==> config.mk <==
export PLATFORM = sky130hd
export DESIGN_NAME = vbl_line_irq
export DESIGN_NICKNAME = d
export VERILOG_FILES = /design/src/rtl/vbl_pkg.sv /design/src/rtl/vbl_mode_decode.sv /design/src/rtl/vbl_tick_phase.sv /design/src/rtl/vbl_line_seq.sv /design/src/rtl/vbl_irq_ctl.sv /design/src/rtl/vbl_line_irq.sv
export SDC_FILE = /design/constraint.sdc
export NUM_CORES = 1
export LEC_CHECK = 0
export ABC_AREA = 0
export ABC_CLOCK_PERIOD_IN_PS = 2700
export BUFFER_PORTS_ARGS = -buffer_cell sky130_fd_sc_hd__buf_2
export CAP_MARGIN = 10
export CORE_ASPECT_RATIO = 1.1
export CORE_MARGIN = 1
export CORE_UTILIZATION = 44
export CTS_CLUSTER_DIAMETER = 40
export DETAILED_ROUTE_END_ITERATION = 16
export PLACE_DENSITY = 0.88
export SKIP_LAST_GASP = 1
export SYNTH_ARGS = -nofsm -noshare
export SYNTH_HDL_FRONTEND = slang
export SYNTH_HIERARCHICAL = 1
export SYNTH_SLANG_ARGS = --single-unit
==> constraint.sdc <==
create_clock -name clk -period 2.7 [get_ports clk]
set_clock_uncertainty 0.2 [all_clocks]
set_input_delay 0.54 -clock clk [delete_from_list [all_inputs] [get_ports clk]]
set_output_delay 0.54 -clock clk [all_outputs]
set_load 0.02 [all_outputs]
==> src/rtl/vbl_pkg.sv <==
package vbl_pkg;

    // Display-control field positions (decoded by the mode logic)
    localparam int DC_DBLSTRIKE_BIT = 2;
    localparam int DC_FMT_LO        = 8;
    localparam int DC_FMT_W         = 2;

    // Interrupt-control field positions
    localparam int IC_FLAG_BIT = 31;
    localparam int IC_EN_BIT   = 28;

    // Position word: line field start
    localparam int POS_SHIFT = 16;

    typedef enum logic [1:0] {
        SEQ_IDLE = 2'd0,
        SEQ_RUN  = 2'd1,
        SEQ_WRAP = 2'd2
    } seq_state_t;

    typedef enum logic {
        GRP_NTSC_LIKE = 1'b0,
        GRP_PAL_LIKE  = 1'b1
    } fmt_group_t;

    // Format code 1 is the PAL-like group; every other code runs NTSC-like.
    function automatic fmt_group_t group_of(input logic [DC_FMT_W-1:0] code);
        return (code == 2'd1) ? GRP_PAL_LIKE : GRP_NTSC_LIKE;
    endfunction

endpackage

==> src/rtl/vbl_mode_decode.sv <==
module vbl_mode_decode
    import vbl_pkg::*;
#(
    parameter int LINE_W        = 11,
    parameter int PAL_INTER     = 625,
    parameter int PAL_DBL       = 312,
    parameter int NTSC_INTER    = 525,
    parameter int NTSC_DBL      = 262
) (
    input  logic              clk,
    input  logic              rst_n,
    input  logic              dc_we,
    input  logic [15:0]       dc_wdata,
    output logic [LINE_W-1:0] modulus
);

    logic                dbl_q;
    logic [DC_FMT_W-1:0] fmt_q;
    fmt_group_t          grp;
    logic                dc_unused;

    assign dc_unused = ^{dc_wdata[15:DC_FMT_LO+DC_FMT_W],
                         dc_wdata[DC_FMT_LO-1:DC_DBLSTRIKE_BIT+1],
                         dc_wdata[DC_DBLSTRIKE_BIT-1:0]};

    always_ff @(posedge clk) begin
        if (!rst_n) begin
            dbl_q <= 1'b0;
            fmt_q <= '0;
        end else if (dc_we) begin
            dbl_q <= dc_wdata[DC_DBLSTRIKE_BIT];
            fmt_q <= dc_wdata[DC_FMT_LO +: DC_FMT_W];
        end
    end

    assign grp = group_of(fmt_q);

    always_comb begin
        unique case (grp)
            GRP_PAL_LIKE:  modulus = dbl_q ? LINE_W'(PAL_DBL)  : LINE_W'(PAL_INTER);
            GRP_NTSC_LIKE: modulus = dbl_q ? LINE_W'(NTSC_DBL) : LINE_W'(NTSC_INTER);
            default:       modulus = LINE_W'(NTSC_INTER);
        endcase
    end

endmodule

==> src/rtl/vbl_tick_phase.sv <==
module vbl_tick_phase #(
    parameter int TICKS_PER_LINE = 2
) (
    input  logic clk,
    input  logic rst_n,
    input  logic line_tick,
    input  logic restart,
    output logic adv
);

    generate
        if (TICKS_PER_LINE <= 1) begin : g_direct
            logic clk_unused;
            assign clk_unused = clk ^ rst_n;
            assign adv = line_tick && !restart;
        end else begin : g_divide
            localparam int PW = $clog2(TICKS_PER_LINE);
            localparam logic [PW-1:0] LAST = PW'(TICKS_PER_LINE - 1);
            logic [PW-1:0] phase_q;

            assign adv = line_tick && !restart && (phase_q == LAST);

            always_ff @(posedge clk) begin
                if (!rst_n || restart) begin
                    phase_q <= '0;
                end else if (line_tick) begin
                    phase_q <= (phase_q == LAST) ? '0 : phase_q + PW'(1);
                end
            end
        end
    endgenerate

endmodule

==> src/rtl/vbl_line_seq.sv <==
module vbl_line_seq
    import vbl_pkg::*;
#(
    parameter int LINE_W = 11
) (
    input  logic              clk,
    input  logic              rst_n,
    input  logic              adv,
    input  logic [LINE_W-1:0] modulus,
    input  logic [LINE_W-1:0] trigger,
    output logic [LINE_W-1:0] line_q,
    output logic              match,
    output logic              frame_end
);

    seq_state_t        state_q, state_d;
    logic [LINE_W:0]   inc;
    logic              wrap;

    assign inc   = {1'b0, line_q} + (LINE_W+1)'(1);
    assign wrap  = inc >= {1'b0, modulus};
    assign match = adv && (inc == {1'b0, trigger});

    // State register
    always_ff @(posedge clk) begin
        if (!rst_n) state_q <= SEQ_IDLE;
        else        state_q <= state_d;
    end

    // Next-state logic
    always_comb begin
        state_d = state_q;
        unique case (state_q)
            SEQ_IDLE: if (adv) state_d = wrap ? SEQ_WRAP : SEQ_RUN;
            SEQ_RUN:  if (adv && wrap) state_d = SEQ_WRAP;
            SEQ_WRAP: state_d = (adv && wrap) ? SEQ_WRAP : SEQ_RUN;
            default:  state_d = SEQ_IDLE;
        endcase
    end

    // Outputs: line register and wrap strobe
    always_ff @(posedge clk) begin
        if (!rst_n) begin
            line_q <= '0;
        end else if (adv) begin
            line_q <= wrap ? LINE_W'(1) : inc[LINE_W-1:0];
        end
    end

    assign frame_end = (state_q == SEQ_WRAP);

endmodule

==> src/rtl/vbl_irq_ctl.sv <==
module vbl_irq_ctl
    import vbl_pkg::*;
#(
    parameter int LINE_W = 11
) (
    input  logic              clk,
    input  logic              rst_n,
    input  logic              ic_we,
    input  logic [31:0]       ic_wdata,
    input  logic              match,
    output logic [31:0]       int_word,
    output logic [LINE_W-1:0] trigger,
    output logic              irq
);

    logic [31:0] word_d;
    logic        irq_d;

    assign trigger = int_word[LINE_W-1:0];

    always_comb begin
        word_d = ic_we ? ic_wdata : int_word;
        if (match) word_d[IC_FLAG_BIT] = 1'b1;

        irq_d = irq;
        if (match && word_d[IC_EN_BIT])            irq_d = 1'b1;
        else if (ic_we && !ic_wdata[IC_FLAG_BIT])  irq_d = 1'b0;
    end

    always_ff @(posedge clk) begin
        if (!rst_n) begin
            int_word <= '0;
            irq      <= 1'b0;
        end else begin
            int_word <= word_d;
            irq      <= irq_d;
        end
    end

endmodule

==> src/rtl/vbl_line_irq.sv <==
module vbl_line_irq
    import vbl_pkg::*;
#(
    parameter int LINE_W         = 11,
    parameter int TICKS_PER_LINE = 2,
    parameter int PAL_INTER      = 625,
    parameter int PAL_DBL        = 312,
    parameter int NTSC_INTER     = 525,
    parameter int NTSC_DBL       = 262
) (
    input  logic              clk,
    input  logic              rst_n,
    input  logic              line_tick,
    input  logic              dc_we,
    input  logic [15:0]       dc_wdata,
    input  logic              ic_we,
    input  logic [31:0]       ic_wdata,
    output logic [31:0]       pos_word,
    output logic [LINE_W-1:0] line_now,
    output logic [31:0]       int_word,
    output logic              irq,
    output logic              frame_end
);

    localparam int POS_HI_PAD = 32 - POS_SHIFT - LINE_W;

    logic [LINE_W-1:0] modulus;
    logic [LINE_W-1:0] trigger;
    logic              adv;
    logic              match;

    vbl_mode_decode #(
        .LINE_W     (LINE_W),
        .PAL_INTER  (PAL_INTER),
        .PAL_DBL    (PAL_DBL),
        .NTSC_INTER (NTSC_INTER),
        .NTSC_DBL   (NTSC_DBL)
    ) i_mode (
        .clk      (clk),
        .rst_n    (rst_n),
        .dc_we    (dc_we),
        .dc_wdata (dc_wdata),
        .modulus  (modulus)
    );

    vbl_tick_phase #(
        .TICKS_PER_LINE (TICKS_PER_LINE)
    ) i_phase (
        .clk       (clk),
        .rst_n     (rst_n),
        .line_tick (line_tick),
        .restart   (dc_we),
        .adv       (adv)
    );

    vbl_line_seq #(
        .LINE_W (LINE_W)
    ) i_seq (
        .clk       (clk),
        .rst_n     (rst_n),
        .adv       (adv),
        .modulus   (modulus),
        .trigger   (trigger),
        .line_q    (line_now),
        .match     (match),
        .frame_end (frame_end)
    );

    vbl_irq_ctl #(
        .LINE_W (LINE_W)
    ) i_irq (
        .clk      (clk),
        .rst_n    (rst_n),
        .ic_we    (ic_we),
        .ic_wdata (ic_wdata),
        .match    (match),
        .int_word (int_word),
        .trigger  (trigger),
        .irq      (irq)
    );

    assign pos_word = {{POS_HI_PAD{1'b0}}, line_now, {POS_SHIFT{1'b0}}};

endmodule

==> results.txt <==
Status = finished, final reports clean
Slowest CP cell = dfxtp_4
Synth async-reset ratio = 0%
Filler cells = 600
Initial core utilization = 45.7%
Hold depth = 2
Avg Cell Area, Syn = 8.89 um^2
First-pass GRT wire length = 11,700 um
R2r worst-path depth = 11
Crit path DAT = 2650 ps
Level count of the clock H-tree = 2
Post-DP HPWL = 5240 um
Area delta synth->final = 21.2%
Fin cells = 528
Number of global-route vias before repair = 2,613
Design area = 3880 um^2
Final setup TNS = 0 ps
Setup-failing EPs final = 0
Iteration-0 DRC Markers = 131
FMAX = 378 MHz
Die Wd = 83.3 um
Multi-input logic area = 1880 um^2
Critical path type = reg -> reg
Cells after Synth = 360
Final hold viol count = 0
Core ar. = 7010 um^2
Placer Congestion = 0.855
R2R Setup Slk = 50 ps
Startpoint Class = register
Residual DRC count = 0
Max IR drop VDD = 0.312 mV
Reg2reg end = i_seq/state_q[1]
Largest fanout on the critical path = 11
Flops & latches, synth = 50
Ys flop type = dfxtp_1
Grt total ovfl = 0
Post-CTS Hold Fix Bufs = 0
Register Area = 1020 um^2
Hold crit path type = reg -> reg
Final period util = 98.1%
CP Capture Type = register
Top-area cell type share of the netlist area = 31.3%
Via count = 2,723
All-layer global routing usage = 18.8%
Initial antenna violation count = 0
Clock Path Buffers = 2
Worst skew pair latency = 310 ps
Largest net degree at the start of global routing = 31
Post-Route WL = 7250 um
Crit path top cell by count = a21oi_2
CTS tree = done
Final Slew Violations = 0
Placed cell count = 515
Share of layout cells above drive strength 1 = 37.5%
Minimum clock period = 2650 ps
Num CTS Buffers = 5
Yosys synthesis warning count = 6
Hold Path End = i_irq/irq
Leak pwr = 0.00196 uW
Post-synth EDFFs = 0
Die area = 7620 um^2
Vias/cell = 5.16
# IOs = 130
Synth area leaders = dfxtp_1 (31%), buf_4 (12%), mux2i_1 (11%), nor2b_1 (7.0%), ha_1 (5.1%)
Worst path required time = 2710 ps
RR Startpoint = i_seq/line_q[1]
Synth cell types = 50
Routed len/inst = 13.7 um
Final ANT Viol Nets = 0
Mapped cell area = 3200 um^2
CP Cell Sequence = ha_2, and3_4, nand3_4, xnor2_2, ha_4, a41o_1, a21oi_2, o221a_4, a21oi_2, buf_12, and3_1
Clock transition at path regs = 90 ps
Chip height = 91.4 um
Clock sinks = 50
Ant diodes = 0
Row count = 32
I/O Buffers = 95
Pwr Total = 1560 uW
Yosys top cell by area = dfxtp_1
Hold Startpoint = i_irq/irq
Nets = 508
Max-Cap Viols = 0
Placed cell areas = 3580 um^2
Root Driver = clkbuf_8
Pwr/cell area = 401 nW/um^2
Worst path max stage delay = 390 ps
1st-pass router iterations = 5
Sequential share of the synthesized area = 31.3%
-- layout by cell type (no fill, tap or decap), types with 3 or more instances in the layout --
cell type  instances
nor3_2             3
dfxtp_4            4
nand2_1           24
nor3_1             7
nand4_1            3
nor2_1            12
nand2b_1           5
conb_1            23
o21ai_0            7
a21oi_2            3
dfxtp_2            3
buf_4             25
xnor2_1           13
inv_1             16
and3_1             3
xor2_1            11
nand3_1            4
ha_1              10
clkbuf_8           5
buf_2             95
dfxtp_1           43
a21oi_1            3
nor2b_1           36
mux2i_1           36
-- power breakdown --
part	leakage [uW]	switching (uW)	total, uW	internal [uW]
registers	0.000415	24.6	791	766
clock network	0.0000567	261	501	241
logic	0.00148	154	263	110
-- cells by family (layout without fill, tap and decap cells) --
kind of cell / count (synthesis) / in the layout / synth area share, %
buf+inv: 84 / 146 / 17.3
mux: 37 / 37 / 11.7
compound gates: 33 / 33 / 7.51
flops: 50 / 50 / 31.3
xor+xnor: 26 / 26 / 7.12
fa+ha+maj: 13 / 13 / 5.08
other cells: 2 / 23 / 0.235
simple gates: 115 / 115 / 19.7
-- timing repair --
action | CTS | global route
pin swaps | 2 | 10
gates resized for setup | 11 | 17
endpoints found under the setup margin | 12 | 14
setup buffers | 4 | 1
-- cell type report --
class | count | share of cell area [%]
multi-input combinational | 247 | 48.5
sequential | 50 | 26.3
timing repair buffer | 122 | 18.1
tap | 85 | 2.74
clock buffer | 6 | 2.42
inverter | 16 | 1.55
clock inverter | 2 | 0.355
-- cells in the mapped netlist, types with 2 or more instances --
master,instances
nor2b_1,36
inv_1,16
dfxtp_1,50
and3_1,4
buf_8,2
nand2_1,24
or3_1,2
a21o_1,2
a21oi_1,5
o21ai_0,8
nand4_1,3
nor4_1,2
conb_1,2
ha_1,13
buf_2,5
nor2_1,14
xnor2_1,14
buf_6,2
nor3_1,10
nand2b_1,5
o2111ai_1,2
nand3_1,8
clkbuf_1,7
xor2_1,12
mux2i_1,36
buf_4,52
-- routing by layer --
metal	share of wire [%]	routed length [um]	GRT usage [%]	up-vias
met5	0	0	0	-
met3	6.6	475	3.18	19
met2	50	3640	34.6	136
li1	-	-	-	1296
met4	2.8	204	8.05	0
met1	40	2940	21.2	1272
-- registers in the layout, summed over array words and instances, names as in the netlist --
signal	flops
i_seq/state_q	2
i_irq/irq	1
i_phase/g_divide.phase_q	1
i_mode/fmt_q	2
i_mode/dbl_q	1
i_seq/line_q	11
i_irq/int_word	32
-- worst max-delay path by stage --
stage                    startpoint          endpoint  cells after the start
finish              i_seq/line_q[1]  i_seq/state_q[1]                     11
global route        i_seq/line_q[0]  i_seq/state_q[1]                     12
CTS                 i_seq/line_q[1]  i_seq/state_q[1]                     12
detailed placement  i_seq/line_q[1]  i_seq/state_q[1]                     11
global placement    i_seq/line_q[1]  i_seq/state_q[1]                     11
floorplan           i_seq/line_q[6]   i_seq/line_q[6]                     12
-- metrics by stage --
step | utilization [%] | hold slack [ps] | worst slack (ps)
2_1_floorplan | - | 287 | 5.63
3_3_place_gp | 51.1 | 253 | 57.7
3_5_place_dp | 51.1 | 271 | -33.0
4_1_cts | 53.7 | 282 | 2.21
5_1_grt | 55.4 | 289 | -70.5
6_report | 55.4 | 285 | 52.1
-- critical path, delay by kind of cell, from the launching register on --
family	cells	cell delay, ps
AO/OA/AOI/OAI	4	710
AND/OR/NAND/NOR	3	470
adder cells (fa/ha/maj)	2	420
flip-flops	1	390
XOR/XNOR	1	190
buffers and inverters	1	160
Note: power is estimated with default switching activity, not from simulation.
